## config.mk

```make
export PLATFORM = sky130hd
export DESIGN_NAME = cmd_mailbox
export DESIGN_NICKNAME = d
export VERILOG_FILES = /design/src/rtl/mbx_pkg.sv /design/src/rtl/mbx_wbuf.sv /design/src/rtl/mbx_rbuf.sv /design/src/rtl/mbx_ctrl.sv /design/src/rtl/cmd_mailbox.sv
export SDC_FILE = /design/constraint.sdc
export NUM_CORES = 1
export LEC_CHECK = 0
export BUFFER_PORTS_ARGS = -buffer_cell sky130_fd_sc_hd__buf_2
export CAP_MARGIN = 20
export CORE_AREA = 2 2 219 221
export DETAILED_ROUTE_END_ITERATION = 7
export DIE_AREA = 0 0 221 223
export REMOVE_ABC_BUFFERS = 1
export SLEW_MARGIN = 30
export SYNTH_ARGS = -nofsm -noshare
export SYNTH_HDL_FRONTEND = slang
export SYNTH_SLANG_ARGS = --single-unit
```

## constraint.sdc

```tcl
create_clock -name clk -period 3.6 [get_ports clk]
set_input_delay 0.72 -clock clk [delete_from_list [all_inputs] [get_ports clk]]
set_output_delay 0.72 -clock clk [all_outputs]
set_load 0.1 [all_outputs]
```

## src/rtl/mbx_pkg.sv

```systemverilog
package mbx_pkg;
  localparam int unsigned WORD_W    = 32;
  localparam int unsigned BUF_WORDS = 4;
  localparam int unsigned BUF_BYTES = BUF_WORDS * 4;
  localparam int unsigned IDX_W     = $clog2(BUF_WORDS);

  localparam logic [7:0] OFF_CMD = 8'h00;
  localparam logic [7:0] OFF_STS = 8'h04;
  localparam logic [7:0] OFF_SRC = 8'h08;
  localparam logic [7:0] OFF_DST = 8'h0C;
  localparam logic [3:0] PAGE_WBUF = 4'h8;
  localparam logic [3:0] PAGE_RBUF = 4'h9;

  typedef enum logic [7:0] {
    RC_NONE      = 8'd0,
    RC_UNSUP     = 8'd1,
    RC_UNSERVED  = 8'd2,
    RC_CANNOT    = 8'd3,
    RC_INVALID   = 8'd4,
    RC_FAILED    = 8'd5,
    RC_SECURITY  = 8'd6,
    RC_UNSIGNED  = 8'd7
  } rc_e;

  typedef struct packed {
    logic [7:0] len;
    logic [3:0] sub;
    logic       irq_req;
    logic [7:0] opcode;
  } cmd_t;
endpackage

```

## src/rtl/mbx_wbuf.sv

```systemverilog
module mbx_wbuf
  import mbx_pkg::*;
#(
  parameter int unsigned WORDS = BUF_WORDS
) (
  input  logic                          clk,
  input  logic                          rst_n,
  input  logic                          we,
  input  logic [$clog2(WORDS)-1:0]      widx,
  input  logic [WORD_W-1:0]             wdata,
  input  logic [7:0]                    valid_len,
  output logic [WORDS*WORD_W-1:0]       payload
);
  localparam int unsigned NBYTES = WORDS * (WORD_W / 8);

  logic [WORDS*WORD_W-1:0] raw;

  for (genvar w = 0; w < WORDS; w++) begin : g_word
    always_ff @(posedge clk or negedge rst_n) begin
      if (!rst_n)
        raw[w*WORD_W +: WORD_W] <= '0;
      else if (we && widx == w[$clog2(WORDS)-1:0])
        raw[w*WORD_W +: WORD_W] <= wdata;
    end
  end

  for (genvar b = 0; b < NBYTES; b++) begin : g_mask
    assign payload[b*8 +: 8] = (valid_len > 8'(b)) ? raw[b*8 +: 8] : 8'h00;
  end
endmodule

```

## src/rtl/mbx_rbuf.sv

```systemverilog
module mbx_rbuf
  import mbx_pkg::*;
#(
  parameter int unsigned WORDS = BUF_WORDS
) (
  input  logic                          clk,
  input  logic                          rst_n,
  input  logic                          load,
  input  logic [WORDS*WORD_W-1:0]       ldata,
  input  logic [$clog2(WORDS)-1:0]      ridx,
  output logic [WORD_W-1:0]             rdata
);
  logic [WORD_W-1:0] words [WORDS];

  for (genvar w = 0; w < WORDS; w++) begin : g_word
    always_ff @(posedge clk or negedge rst_n) begin
      if (!rst_n)    words[w] <= '0;
      else if (load) words[w] <= ldata[w*WORD_W +: WORD_W];
    end

    // reply words change only on a completion
    assert_reply_frozen_R7: assert property (@(posedge clk) disable iff (!rst_n)
      !load |=> $stable(words[w]));
  end

  assign rdata = words[ridx];
endmodule

```

## src/rtl/mbx_ctrl.sv

```systemverilog
module mbx_ctrl
  import mbx_pkg::*;
(
  input  logic       clk,
  input  logic       rst_n,
  input  logic       cmd_wr,
  input  cmd_t       cmd_in,
  input  logic       sts_clr,
  input  logic       cmd_ready,
  input  logic       cpl_valid,
  input  logic       cpl_err,
  input  logic [7:0] cpl_code,
  output logic       busy,
  output logic       pend,
  output logic       err,
  output logic [7:0] code,
  output logic       irq_flag,
  output logic       cpl_fire,
  output logic       cpl_rdy,
  output cmd_t       cmd_q
);
  logic len_ok;
  assign len_ok   = cmd_in.len <= 8'(BUF_BYTES);
  assign cpl_rdy  = busy & ~pend;
  assign cpl_fire = cpl_rdy & cpl_valid;

  always_ff @(posedge clk or negedge rst_n) begin
    if (!rst_n) begin
      busy  <= 1'b0;
      pend  <= 1'b0;
      err   <= 1'b0;
      code  <= RC_NONE;
      cmd_q <= '0;
    end else if (cmd_wr && !busy) begin
      if (len_ok) begin
        busy  <= 1'b1;
        pend  <= 1'b1;
        err   <= 1'b0;
        code  <= RC_NONE;
        cmd_q <= cmd_in;
      end else begin
        err  <= 1'b1;
        code <= RC_INVALID;
      end
    end else if (pend && cmd_ready) begin
      pend <= 1'b0;
    end else if (cpl_fire) begin
      busy <= 1'b0;
      err  <= cpl_err;
      code <= cpl_code;
    end
  end

  always_ff @(posedge clk or negedge rst_n) begin
    if (!rst_n)                         irq_flag <= 1'b0;
    else if (cpl_fire && cmd_q.irq_req) irq_flag <= 1'b1;
    else if (sts_clr)                   irq_flag <= 1'b0;
  end

  assert_busy_holds_R3: assert property (@(posedge clk) disable iff (!rst_n)
    busy && !cpl_fire |=> busy);
  assert_busy_drops_R3: assert property (@(posedge clk) disable iff (!rst_n)
    cpl_fire |=> !busy);
  assert_cmd_held_R11: assert property (@(posedge clk) disable iff (!rst_n)
    pend && !cmd_ready |=> pend && $stable(cmd_q));
  assert_busy_ignores_R9: assert property (@(posedge clk) disable iff (!rst_n)
    busy && cmd_wr |=> $stable(cmd_q));
  assert_no_stray_irq_R8: assert property (@(posedge clk) disable iff (!rst_n)
    $rose(irq_flag) |-> $past(cmd_q.irq_req));
  assert_err_cleared_R6: assert property (@(posedge clk) disable iff (!rst_n)
    $rose(busy) |-> (!err && code == 8'd0));
endmodule

```

## src/rtl/cmd_mailbox.sv

```systemverilog
module cmd_mailbox
  import mbx_pkg::*;
#(
  parameter logic [7:0] INIT_ID = 8'h5A
) (
  input  logic                          clk,
  input  logic                          rst_n,
  input  logic                          bus_wr,
  input  logic                          bus_rd,
  input  logic [7:0]                    bus_addr,
  input  logic [WORD_W-1:0]             bus_wdata,
  output logic [WORD_W-1:0]             bus_rdata,
  output logic                          ctl_cmd_valid,
  input  logic                          ctl_cmd_ready,
  output logic [7:0]                    ctl_opcode,
  output logic [3:0]                    ctl_subcmd,
  output logic [7:0]                    ctl_len,
  output logic [BUF_WORDS*WORD_W-1:0]   ctl_payload,
  output logic [WORD_W-1:0]             ctl_src_ptr,
  output logic [WORD_W-1:0]             ctl_dst_ptr,
  input  logic                          cpl_valid,
  output logic                          cpl_ready,
  input  logic                          cpl_err,
  input  logic [7:0]                    cpl_code,
  input  logic [BUF_WORDS*WORD_W-1:0]   cpl_data,
  output logic                          irq
);
  logic       aligned, hit_cmd, hit_sts, hit_src, hit_dst, hit_wbuf, hit_rbuf;
  logic       busy, pend, err, irq_flag, cpl_fire;
  logic [7:0] code;
  logic [IDX_W-1:0] idx;
  logic [WORD_W-1:0] rbuf_word, src_q, dst_q;
  cmd_t       cmd_in, cmd_q;

  assign aligned  = bus_addr[1:0] == 2'b00;
  assign idx      = bus_addr[IDX_W+1:2];
  assign hit_cmd  = aligned && bus_addr == OFF_CMD;
  assign hit_sts  = aligned && bus_addr == OFF_STS;
  assign hit_src  = aligned && bus_addr == OFF_SRC;
  assign hit_dst  = aligned && bus_addr == OFF_DST;
  assign hit_wbuf = aligned && bus_addr[7:4] == PAGE_WBUF;
  assign hit_rbuf = aligned && bus_addr[7:4] == PAGE_RBUF;

  assign cmd_in = '{len: bus_wdata[23:16], sub: bus_wdata[15:12],
                    irq_req: bus_wdata[8], opcode: bus_wdata[7:0]};

  mbx_ctrl u_ctrl (
    .clk, .rst_n,
    .cmd_wr   (bus_wr && hit_cmd),
    .cmd_in   (cmd_in),
    .sts_clr  (bus_wr && hit_sts && bus_wdata[2]),
    .cmd_ready(ctl_cmd_ready),
    .cpl_valid, .cpl_err, .cpl_code,
    .busy, .pend, .err, .code, .irq_flag, .cpl_fire,
    .cpl_rdy  (cpl_ready),
    .cmd_q
  );

  always_ff @(posedge clk or negedge rst_n) begin
    if (!rst_n) begin
      src_q <= '0;
      dst_q <= '0;
    end else if (bus_wr && !busy) begin
      if (hit_src) src_q <= bus_wdata;
      if (hit_dst) dst_q <= bus_wdata;
    end
  end

  mbx_wbuf #(.WORDS(BUF_WORDS)) u_wbuf (
    .clk, .rst_n,
    .we       (bus_wr && hit_wbuf && !busy),
    .widx     (idx),
    .wdata    (bus_wdata),
    .valid_len(cmd_q.len),
    .payload  (ctl_payload)
  );

  mbx_rbuf #(.WORDS(BUF_WORDS)) u_rbuf (
    .clk, .rst_n,
    .load (cpl_fire),
    .ldata(cpl_data),
    .ridx (idx),
    .rdata(rbuf_word)
  );

  always_comb begin
    bus_rdata = '0;
    if (bus_rd) begin
      if (hit_cmd)
        bus_rdata = {8'h00, cmd_q.len, cmd_q.sub, 3'b000, cmd_q.irq_req, cmd_q.opcode};
      else if (hit_sts)
        bus_rdata = {8'h00, code, INIT_ID, cmd_q.sub, 1'b0, irq_flag, err, busy};
      else if (hit_src)
        bus_rdata = src_q;
      else if (hit_dst)
        bus_rdata = dst_q;
      else if (hit_rbuf)
        bus_rdata = rbuf_word;
    end
  end

  assign ctl_cmd_valid = pend;
  assign ctl_opcode    = cmd_q.opcode;
  assign ctl_subcmd    = cmd_q.sub;
  assign ctl_len       = cmd_q.len;
  assign ctl_src_ptr   = src_q;
  assign ctl_dst_ptr   = dst_q;
  assign irq           = irq_flag;

  // payload and pointers frozen while a command is in flight
  assert_frozen_inflight_R9: assert property (@(posedge clk) disable iff (!rst_n)
    busy |=> $stable(ctl_payload) && $stable(ctl_src_ptr) && $stable(ctl_dst_ptr));
  // completion side only open after the command was taken
  assert_cpl_gate_R11: assert property (@(posedge clk) disable iff (!rst_n)
    cpl_ready |-> !ctl_cmd_valid);
  // an oversized length never starts a command
  assert_len_limit_R5: assert property (@(posedge clk) disable iff (!rst_n)
    ctl_cmd_valid |-> ctl_len <= 8'(BUF_BYTES));
endmodule

```

* After elaboration in Yosys (flattened, before gate mapping)
Cells that the tools add are included.
** Storage, ports and cells
- Flip-flop bits (word level) :: 353
- Input bits :: 183
- Output and inout port bits :: 247
- Word-level logic and storage cells :: 124
** Cells by class
- Order comparisons :: 18
- Eq/ne operators :: 10
- Multiplexer cells :: 41
- Bitwise operators :: 4
- Reduce and logical (&&, ||, !) cells :: 32
** Operators with widths (count)
- $mux 32 :: 8
- $mux 8 :: 19
- $bmux 32 s2 :: 1
- $gt 8x4->1 const B :: 8
- $gt 8x3->1 const B :: 4
- $logic_and 1x1->1 :: 19
- $eq 8x4->1 const B :: 2
- $gt 8x1->1 const B :: 2
- $gt 8x2->1 const B :: 2
- $mux 1 :: 12
- $reduce_and 2->1 :: 5
- $eq 4x4->1 const B :: 2
- $eq 8x3->1 const B :: 1
- $le 8x5->1 const B :: 1
- $logic_not 8->1 :: 1
- $reduce_bool 2->1 :: 3
- $eq 2x2->1 const B :: 2
- $logic_not 2->1 :: 2
- $ne 2x1->1 const B :: 2
- $ge 3x3->1 const B :: 1
- $mux 3 :: 1
- $not 2->3 :: 1
- $reduce_and 3->1 :: 1
- $and 1x1->1 :: 2
- other kinds (3) :: 3

* Logic depth before layout (Yosys ltp)
Gate-level depths: netlist of the first run.
- Depth in word-level cells :: 10
- Mapped depth :: 8
- Mapped depth without buffers :: 4

* Modules after synthesis
From an unflattened synthesis of the first run, not the netlist that was laid out.
** Unflattened totals
- Cells, all modules :: 1238
- Area total of the unflattened synthesis :: 16828.6 sq um
** By module, submodules not included
- mbx_wbuf :: times used 1, cells each 479, area an instance 6023.3 sq um, seq. area each 3203.1 sq um
- mbx_rbuf :: times used 1, cells each 309, area an instance 5556.6 sq um, seq. area each 3203.1 sq um
- cmd_mailbox :: times used 1, cells each 348, area an instance 3876.2 sq um, seq. area each 1601.5 sq um
- mbx_ctrl :: times used 1, cells each 102, area an instance 1372.6 sq um, seq. area each 825.8 sq um

* Least setup slack after synthesis of the first run
Ideal clock, no wire load.
- Path kind :: in2out
- From :: input port bus_addr[2]
- To :: output port bus_rdata[15]
- Data arrival time :: 4.653 ns
- Required time :: 2.880 ns
- Slack :: -1.773 ns
- Cell stages on the path :: 6
- Path buffers :: 4
- Path through :: clkbuf_1 -> buf_1 -> clkbuf_1 -> clkbuf_1 -> o21ai_0 -> a311oi_1
** Between the ends
- Word-level cells in the longest chain between the ends :: 10
- Elaborated cells on any way between the ends :: 18
- Those cells by class :: eq/ne (3); mux (9); bitwise (1); reduce/logical (5)
** RTL lines
- start: declaration :: RTL line cmd_mailbox.sv:10 : input logic [7:0] bus_addr,
- $not 2->3 (implied by the code) :: RTL line mbx_rbuf.sv:26 : assign rdata = words[ridx];
- $bmux 32 s2 :: RTL line mbx_rbuf.sv:26
- $mux 32 (implied by the code) (2 in a row) :: RTL line mbx_rbuf.sv:26
- $mux 32 :: RTL line cmd_mailbox.sv:97 : else if (hit_rbuf)
- $mux 32 :: RTL line cmd_mailbox.sv:95 : else if (hit_dst)
- $mux 32 :: RTL line cmd_mailbox.sv:93 : else if (hit_src)
- $mux 32 :: RTL line cmd_mailbox.sv:91 : else if (hit_sts)
- $mux 32 (*) :: RTL line cmd_mailbox.sv:89 : if (hit_cmd)
- $mux 32 (*) :: RTL line cmd_mailbox.sv:88 : if (bus_rd) begin
- end: declaration :: RTL line cmd_mailbox.sv:12 : output logic [WORD_W-1:0] bus_rdata,
Every way passes the cells marked *; elsewhere a longest branch is shown, timed or not. The select of a mux whose other input is x is not followed.

* Final worst setup path of the first run
- From :: input port bus_addr[0]
- To :: output port bus_rdata[3]
** Between the ends
- Word-level cells in the longest chain between the ends :: 8
- Elaborated cells on any way between the ends :: 16
- Those cells by class :: eq/ne (3); mux (6); reduce/logical (7)
** RTL lines
- $logic_not 2->1 :: RTL line cmd_mailbox.sv:35 : assign aligned = bus_addr[1:0] == 2'b00;
- $logic_and 1x1->1 :: RTL line cmd_mailbox.sv:42 : assign hit_rbuf = aligned && bus_addr[7:4] == PAGE_RBUF;
- $mux 32 :: RTL line cmd_mailbox.sv:97
- $mux 32 :: RTL line cmd_mailbox.sv:95
- $mux 32 :: RTL line cmd_mailbox.sv:93
- $mux 32 :: RTL line cmd_mailbox.sv:91
- $mux 32 (*) :: RTL line cmd_mailbox.sv:89
- $mux 32 (*) :: RTL line cmd_mailbox.sv:88
Every way passes the cells marked *; elsewhere a longest branch is shown, timed or not.

==> run summary, run 1 <==
CTS Buf Count: 40
Max_slew headroom: 0.443
TritonCTS clock tree: built
Measured slew at the worst slew-check pin: 0.835 ns
Synth top area cells: dfrtp_1, mux2_2, nand2_1
Synth top area share: 0.542
Total core area: 47100 um^2
Initial Util: 0.346
Critical-path maximum fanout: 14
Layout area overhead: 30.4%
Worst clock skew: 0.00990 ns
Comb pwr share: 0.103
Final setup violation count: 0
DP Wirelength: 40300 um
Largest net degree at the start of global routing: 90
Fin crit share: 0.972
Clock sinks: 353
Internal power: 7.19 mW
Vias: 12600
Mux share of post-synthesis cell area: 0.207
Register bit total from synthesis: 353
Top_reg_cell synth: dfrtp_1
Sw Share: 0.253
Clock network power share: 0.453
RD Place Congestion: 0.860
Post-Route WL: 54700 um
Ys Warns: 0
Setup crit start kind: input port
Clock slew at reported path FFs: 0.06 ns
Setup repair after global routing missed its margin: no
Synth Area in XOR/XNOR: 0
Most frequent CP cell: buf_4
Post-synthesis sequential area ratio: 0.542
GRT Total Usage: 0.219
Syn Inst Count: 1458
Worst-path cell chain: buf_2 -> or4_4 -> or3_1 -> buf_4 -> nor3_1 -> o31ai_1 -> buf_4 -> buf_12
# IOs: 430
Drt via density: 4.97
Crit-path slowest cell: or4_4
Final worst path period need: 3.50 ns
Worst Hold Class: in2async
PD cells: 453 nW/um^2
Layout Utilization: 0.451
Die ar.: 49300 um^2
Post-synth EDFFs: 0
Final ANT Viol Nets: 0
CP max stage delay: 0.56 ns
Sequential share of power: 0.444
DP Cell Count: 2448
Number of fill cells: 4424
CP arrival: 2.78 ns
Port bufs: 429
Routed length per instance: 21.7 um
Worst setup path category: in2out
Fmax: 0.286 GHz
Tot Pwr: 9.64 mW
Reg2Reg Setup Slack: 1.20 ns
Non-filler cells, final: 2525
H-tree depth: 2
First-pass GRT wire length: 82200 um
Post-Synth Adder-Cell Area: 0
Sw Pwr: 2.44 mW
Layout cell share with drive strength beyond 1: 0.428
Vias in the first global route: 12800
Post-synth cell types: 41
Mean post-synth cell area: 11.2 um^2
WP data required: 2.88 ns
Async SR Flop Fraction: 1.00
Root buf cell: clkbuf_16
Max-cap violations: 0
Synth Area in Compound Gates: 0.0457
Status: finished, final reports clean
CP bufs+invs: 4
Row count: 80
Slew Limit Fails: 0
Worst skew pair latency: 0.56 ns
Top delay family on crit path: simple AND/OR/NAND/NOR gates
Simple-Gate Fraction of Synth Area: 0.172
Area leader, netlist: dfrtp_1
Die H: 223 um
Worst setup EP type: primary output
Gr ovfl total: 0
Final Hold Viols: 0
Die W: 221 um
Maximum root-to-sink buffer count: 3
Cell Area, Synth: 16300 um^2
Fin Hold WS: 0.155 ns
Antenna violations before repair: 8
Residual DRC count: 0
Leak pwr: 11.5 nW
Setup TNS: 0 ns
Nets@finish: 2058
Drt pass-1 iters: 5
Worst IR Drop VDD: 0.302 mV
Largest family of logic cells by synthesized area: multiplexers
DR iter-0 viols: 777
-- flip-flops by register name, indices dropped and copies added, names as in the netlist --
register	cells
ctl_dst_ptr	32
ctl_src_ptr	32
u_ctrl.busy	1
u_ctrl.cmd_q	21
u_ctrl.code	8
u_ctrl.err	1
u_ctrl.irq_flag	1
u_ctrl.pend	1
u_rbuf.words	128
u_wbuf.raw	128
-- power groups by stage --
stage | logic, mW | registers (mW) | clock network (mW)
final | 0.989 | 4.28 | 4.37
after global routing | 1.06 | 4.30 | 4.64
after CTS | 1.00 | 4.28 | 4.48
after detailed placement | 1.00 | 4.35 | 0
after global placement | 0.987 | 4.34 | 0
after floorplan | 0.299 | 4.57 | 0
-- cells by family (layout without fill, tap and decap cells) --
logic type	after synthesis	in the layout
other	0	5
DFF	353	353
muxes	258	258
and+or+nand+nor	633	633
buffers and inverters	113	560
AOI/OAI and AO/OA	101	101
-- cells in the final DEF (no fill, tap or decap), types with 21 or more instances in the layout --
| cell type | synthesis | final |
|---|---|---|
| nor2b_1 | 46 | 46 |
| buf_2 | 18 | 394 |
| buf_4 | 20 | 44 |
| clkbuf_16 | 0 | 41 |
| mux2_2 | 189 | 189 |
| mux2_4 | 30 | 30 |
| nor2_1 | 24 | 21 |
| dfrtp_1 | 353 | 353 |
| and2_1 | 89 | 88 |
| buf_12 | 0 | 46 |
| mux4_2 | 32 | 32 |
| nand2_1 | 434 | 433 |
-- metrics by stage --
stage | instance area [um^2] | setup slack (ns)
detailed placement | 19800 | 0.0828
floorplan | 15800 | -2.04
global route | 21300 | 0.00863
global placement | 19800 | 0.0728
CTS | 21200 | 0.0372
finish | 21300 | 0.101
-- cells in the mapped netlist (2+ instances only) --
master and n:
nand3_1 5, and2_1 89, a21oi_1 9, nor2_1 24, mux2_2 189, and4_1 2, clkbuf_1 64, a22oi_1 18
o22ai_1 2, o2bb2ai_1 12, buf_2 18, buf_4 20, buf_6 3, a32o_1 12, mux2_4 30, nand2_1 434
buf_1 5, inv_1 3, and3_1 2, dfrtp_1 353, nor4_1 2, mux4_2 32, a21o_1 14, nor2b_1 46
nand4_1 3, a22o_1 6, nand2b_1 7, nor3_1 12, o22a_1 3, or3_1 3, o31ai_1 3, mux2i_1 7
o21ai_0 18
-- timing repair --
| action | in CTS | in global routing |
|---|---|---|
| endpoints found under the setup margin | 0 | 8 |
| hold buffers | 0 | 0 |
| setup buffers | 0 | 0 |
| resized for setup | 0 | 1 |
-- layout make-up --
type | instances | area (um^2) | area share
sequential | 353 | 8830 | 0.415
inverter | 3 | 11.3 | 0.000530
antenna | 5 | 12.5 | 0.000588
clock buffer | 55 | 1170 | 0.0550
tap | 615 | 769 | 0.0362
multi-input combinational | 992 | 6990 | 0.329
clock inverter | 17 | 241 | 0.0114
timing repair buffer | 485 | 3240 | 0.152
-- layer usage --
layer / routed length [um] / vias up / track usage / part of all wire
met5: 57 / - / 0 / 0.0010
met4: 1710 / 8 / 0.0773 / 0.031
met3: 3350 / 94 / 0.0545 / 0.061
met2: 25900 / 398 / 0.354 / 0.47
met1: 23700 / 6330 / 0.288 / 0.43
li1: - / 5729 / - / -
-- final timing paths --
check                                      start                to  depth (start not counted)
worst max-delay path                 bus_addr[0]      bus_rdata[3]                          8
max in group asynchronous                  rst_n    u_wbuf.raw[48]                          2
worst min register to register  u_rbuf.words[60]  u_rbuf.words[60]                          2
worst min-delay path                       rst_n  u_rbuf.words[37]                          1
min in group clk                    cpl_data[38]  u_rbuf.words[70]                          3
worst max register to register       u_ctrl.busy     u_wbuf.raw[4]                          5
Note: power is estimated with default switching activity, not from simulation.
==> run 2, diff against run 1 <==
- CORE_AREA: 2 2 219 221 -> 2 2 180 270
- DIE_AREA: 0 0 221 223 -> 0 0 182 272
==> run summary, run 2 (same netlist as run 1, synthesis figures left out) <==
DR iter-0 viols: 551 (was 777)
Max_slew headroom: 0.424 (was 0.443)
Worst Hold Class: in2async (unchanged)
PD cells: 438 nW/um^2 (was 453 nW/um^2)
Routed length per instance: 21.6 um (was 21.7 um)
Vias in the first global route: 13100 (was 12800)
Worst setup path category: reg2out (was in2out)
Largest net degree at the start of global routing: 81 (was 90)
Die H: 272 um (was 223 um)
Vias: 12500 (was 12600)
Drt pass-1 iters: 5 (unchanged)
R2R Path End: u_rbuf.words[90] (was u_wbuf.raw[4])
Gr ovfl total: 0 (unchanged)
Highest-count cells in the layout ignoring fill and taps: nand2_1, buf_2, dfrtp_1 (unchanged)
Final ANT Viol Nets: 0 (unchanged)
Layout cell share with drive strength beyond 1: 0.423 (was 0.428)
First-pass GRT wire length: 81000 um (was 82200 um)
Final Cell Area: 21100 um^2 (was 21300 um^2)
Row count: 98 (was 80)
Worst IR Drop VDD: 0.259 mV (was 0.302 mV)
Clock slew at reported path FFs: 0.06 ns (about the same)
Worst r2r src: u_ctrl.busy (unchanged)
Dpl cell area: 19800 um^2 (about the same)
Setup crit start kind: flip-flop (was input port)
Leak pwr: 11.4 nW (was 11.5 nW)
Reg2Reg Setup Slack: 1.30 ns (was 1.20 ns)
Die ar.: 49500 um^2 (was 49300 um^2)
Initial Util: 0.345 (was 0.346)
Largest regs: u_rbuf.words x128, u_wbuf.raw x128 (unchanged)
Root buf cell: clkbuf_16 (unchanged)
Commonest non-fill, non-tap cell in the layout: nand2_1 (unchanged)
Total core area: 47300 um^2 (was 47100 um^2)
Setup repair after global routing missed its margin: no (unchanged)
WP data required: 2.88 ns (about the same)
Status: finished, final reports clean (unchanged)
Final worst path period need: 3.45 ns (was 3.50 ns)
GRT Total Usage: 0.216 (was 0.219)
Slew Limit Fails: 0 (unchanged)
Most frequent CP cell: nand2_1 (was buf_4)
Cts repair resizes: 1 (was 0)
Post-Route WL: 54200 um (was 54700 um)
CP max stage delay: 0.70 ns (was 0.56 ns)
RD Place Congestion: 0.869 (was 0.860)
Post-CTS Setup Bufs: 0 (unchanged)
Port bufs: 429 (unchanged)
CP arrival: 2.73 ns (was 2.78 ns)
Antenna violations before repair: 13 (was 8)
Max-cap violations: 0 (unchanged)
Worst setup EP type: primary output (unchanged)
Worst clock skew: 0.0143 ns (was 0.00990 ns)
Tot Pwr: 9.24 mW (was 9.64 mW)
Worst-path cell chain: nand2_1 -> nand2_1 -> a21o_1 -> and2_1 -> buf_2 (was buf_2 -> or4_4 -> or3_1 -> buf_4 -> nor3_1 -> o31ai_1 -> buf_4 -> buf_12)
Measured slew at the worst slew-check pin: 0.864 ns (was 0.835 ns)
# IOs: 430 (unchanged)
CTS Buf Count: 38 (was 40)
Die W: 182 um (was 221 um)
Hold_buf cts: 0 (unchanged)
H-tree depth: 2 (unchanged)
Register-to-Register Path Depth: 5 (unchanged)
Crit-path slowest cell: dfrtp_1 (was or4_4)
TritonCTS clock tree: built (unchanged)
Critical-path maximum fanout: 10 (was 14)
DP Wirelength: 40200 um (was 40300 um)
Clock sinks: 353 (unchanged)
Maximum root-to-sink buffer count: 3 (unchanged)
Worst skew pair latency: 0.54 ns (was 0.56 ns)
Fin crit share: 0.957 (was 0.972)
Final setup violation count: 0 (unchanged)
Residual DRC count: 0 (unchanged)
Drt via density: 4.99 (was 4.97)
Fmax: 0.290 GHz (was 0.286 GHz)
Layout area overhead: 29.2% (was 30.4%)
Multi-input gate area: 6980 um^2 (was 6990 um^2)
Sequential Area: 8830 um^2 (unchanged)
Nets@finish: 2051 (was 2058)
Number of fill cells: 4500 (was 4424)
Final Hold Viols: 0 (unchanged)
run 2: how the worst max path moves through the flow:
| stage | startpoint | endpoint | slack, ns | cells after the start |
|---|---|---|---|---|
| finish | u_ctrl.cmd_q[16] | ctl_payload[77] | 0.15 | 5 |
| global route | u_ctrl.cmd_q[17] | ctl_payload[77] | 0.03 | 6 |
| CTS | u_ctrl.cmd_q[16] | ctl_payload[77] | 0.08 | 5 |
| detailed placement | bus_addr[1] | bus_rdata[11] | 0.16 | 6 |
| global placement | bus_addr[1] | bus_rdata[11] | 0.16 | 6 |
| floorplan | bus_addr[1] | bus_rdata[15] | -2.04 | 4 |
run 2: cell type report:
cell class                      instances  area share
Antenna cell                           13     0.00154
Clock buffer                           56      0.0537
Clock inverter                         13     0.00623
Inverter                                3    0.000534
Multi-Input combinational cell        992       0.331
Sequential cell                       353       0.419
Tap cell                              600      0.0356
Timing Repair Buffer                  480       0.152
run 2: report_power, final:
group | switching [mW] | total [mW] | internal, mW
Combinational | 0.655 | 0.984 | 0.328
Clock | 1.64 | 3.98 | 2.34
Sequential | 0.113 | 4.28 | 4.16
Total | 2.41 | 9.24 | 6.83
run 2: worst max-delay path, delay by kind of cell (launching register included):
family	cells	cell delay, ns
AND/OR/NAND/NOR	3	0.71
flip-flops	1	0.70
buffers and inverters	1	0.45
AO/OA/AOI/OAI	1	0.33
run 2: metal layers:
metal,routed length [um],part of all wire,track usage
met5,0,0,0
met4,3300,0.061,0.135
met3,2340,0.043,0.0266
met2,26500,0.49,0.359
met1,22000,0.41,0.268
run 2: stage by stage:
stage	hold slack, ns	utilization	cells	TNS, ns	setup WS, ns
6_report	0.130	0.445	2510	0	0.154
5_1_grt	0.148	0.445	2510	0	0.0298
4_1_cts	0.133	0.445	2497	0	0.0783
3_5_place_dp	0.460	0.418	2428	0	0.159
3_3_place_gp	0.451	0.418	2428	0	0.156
2_1_floorplan	0.424	-	1348	-285.58	-2.04
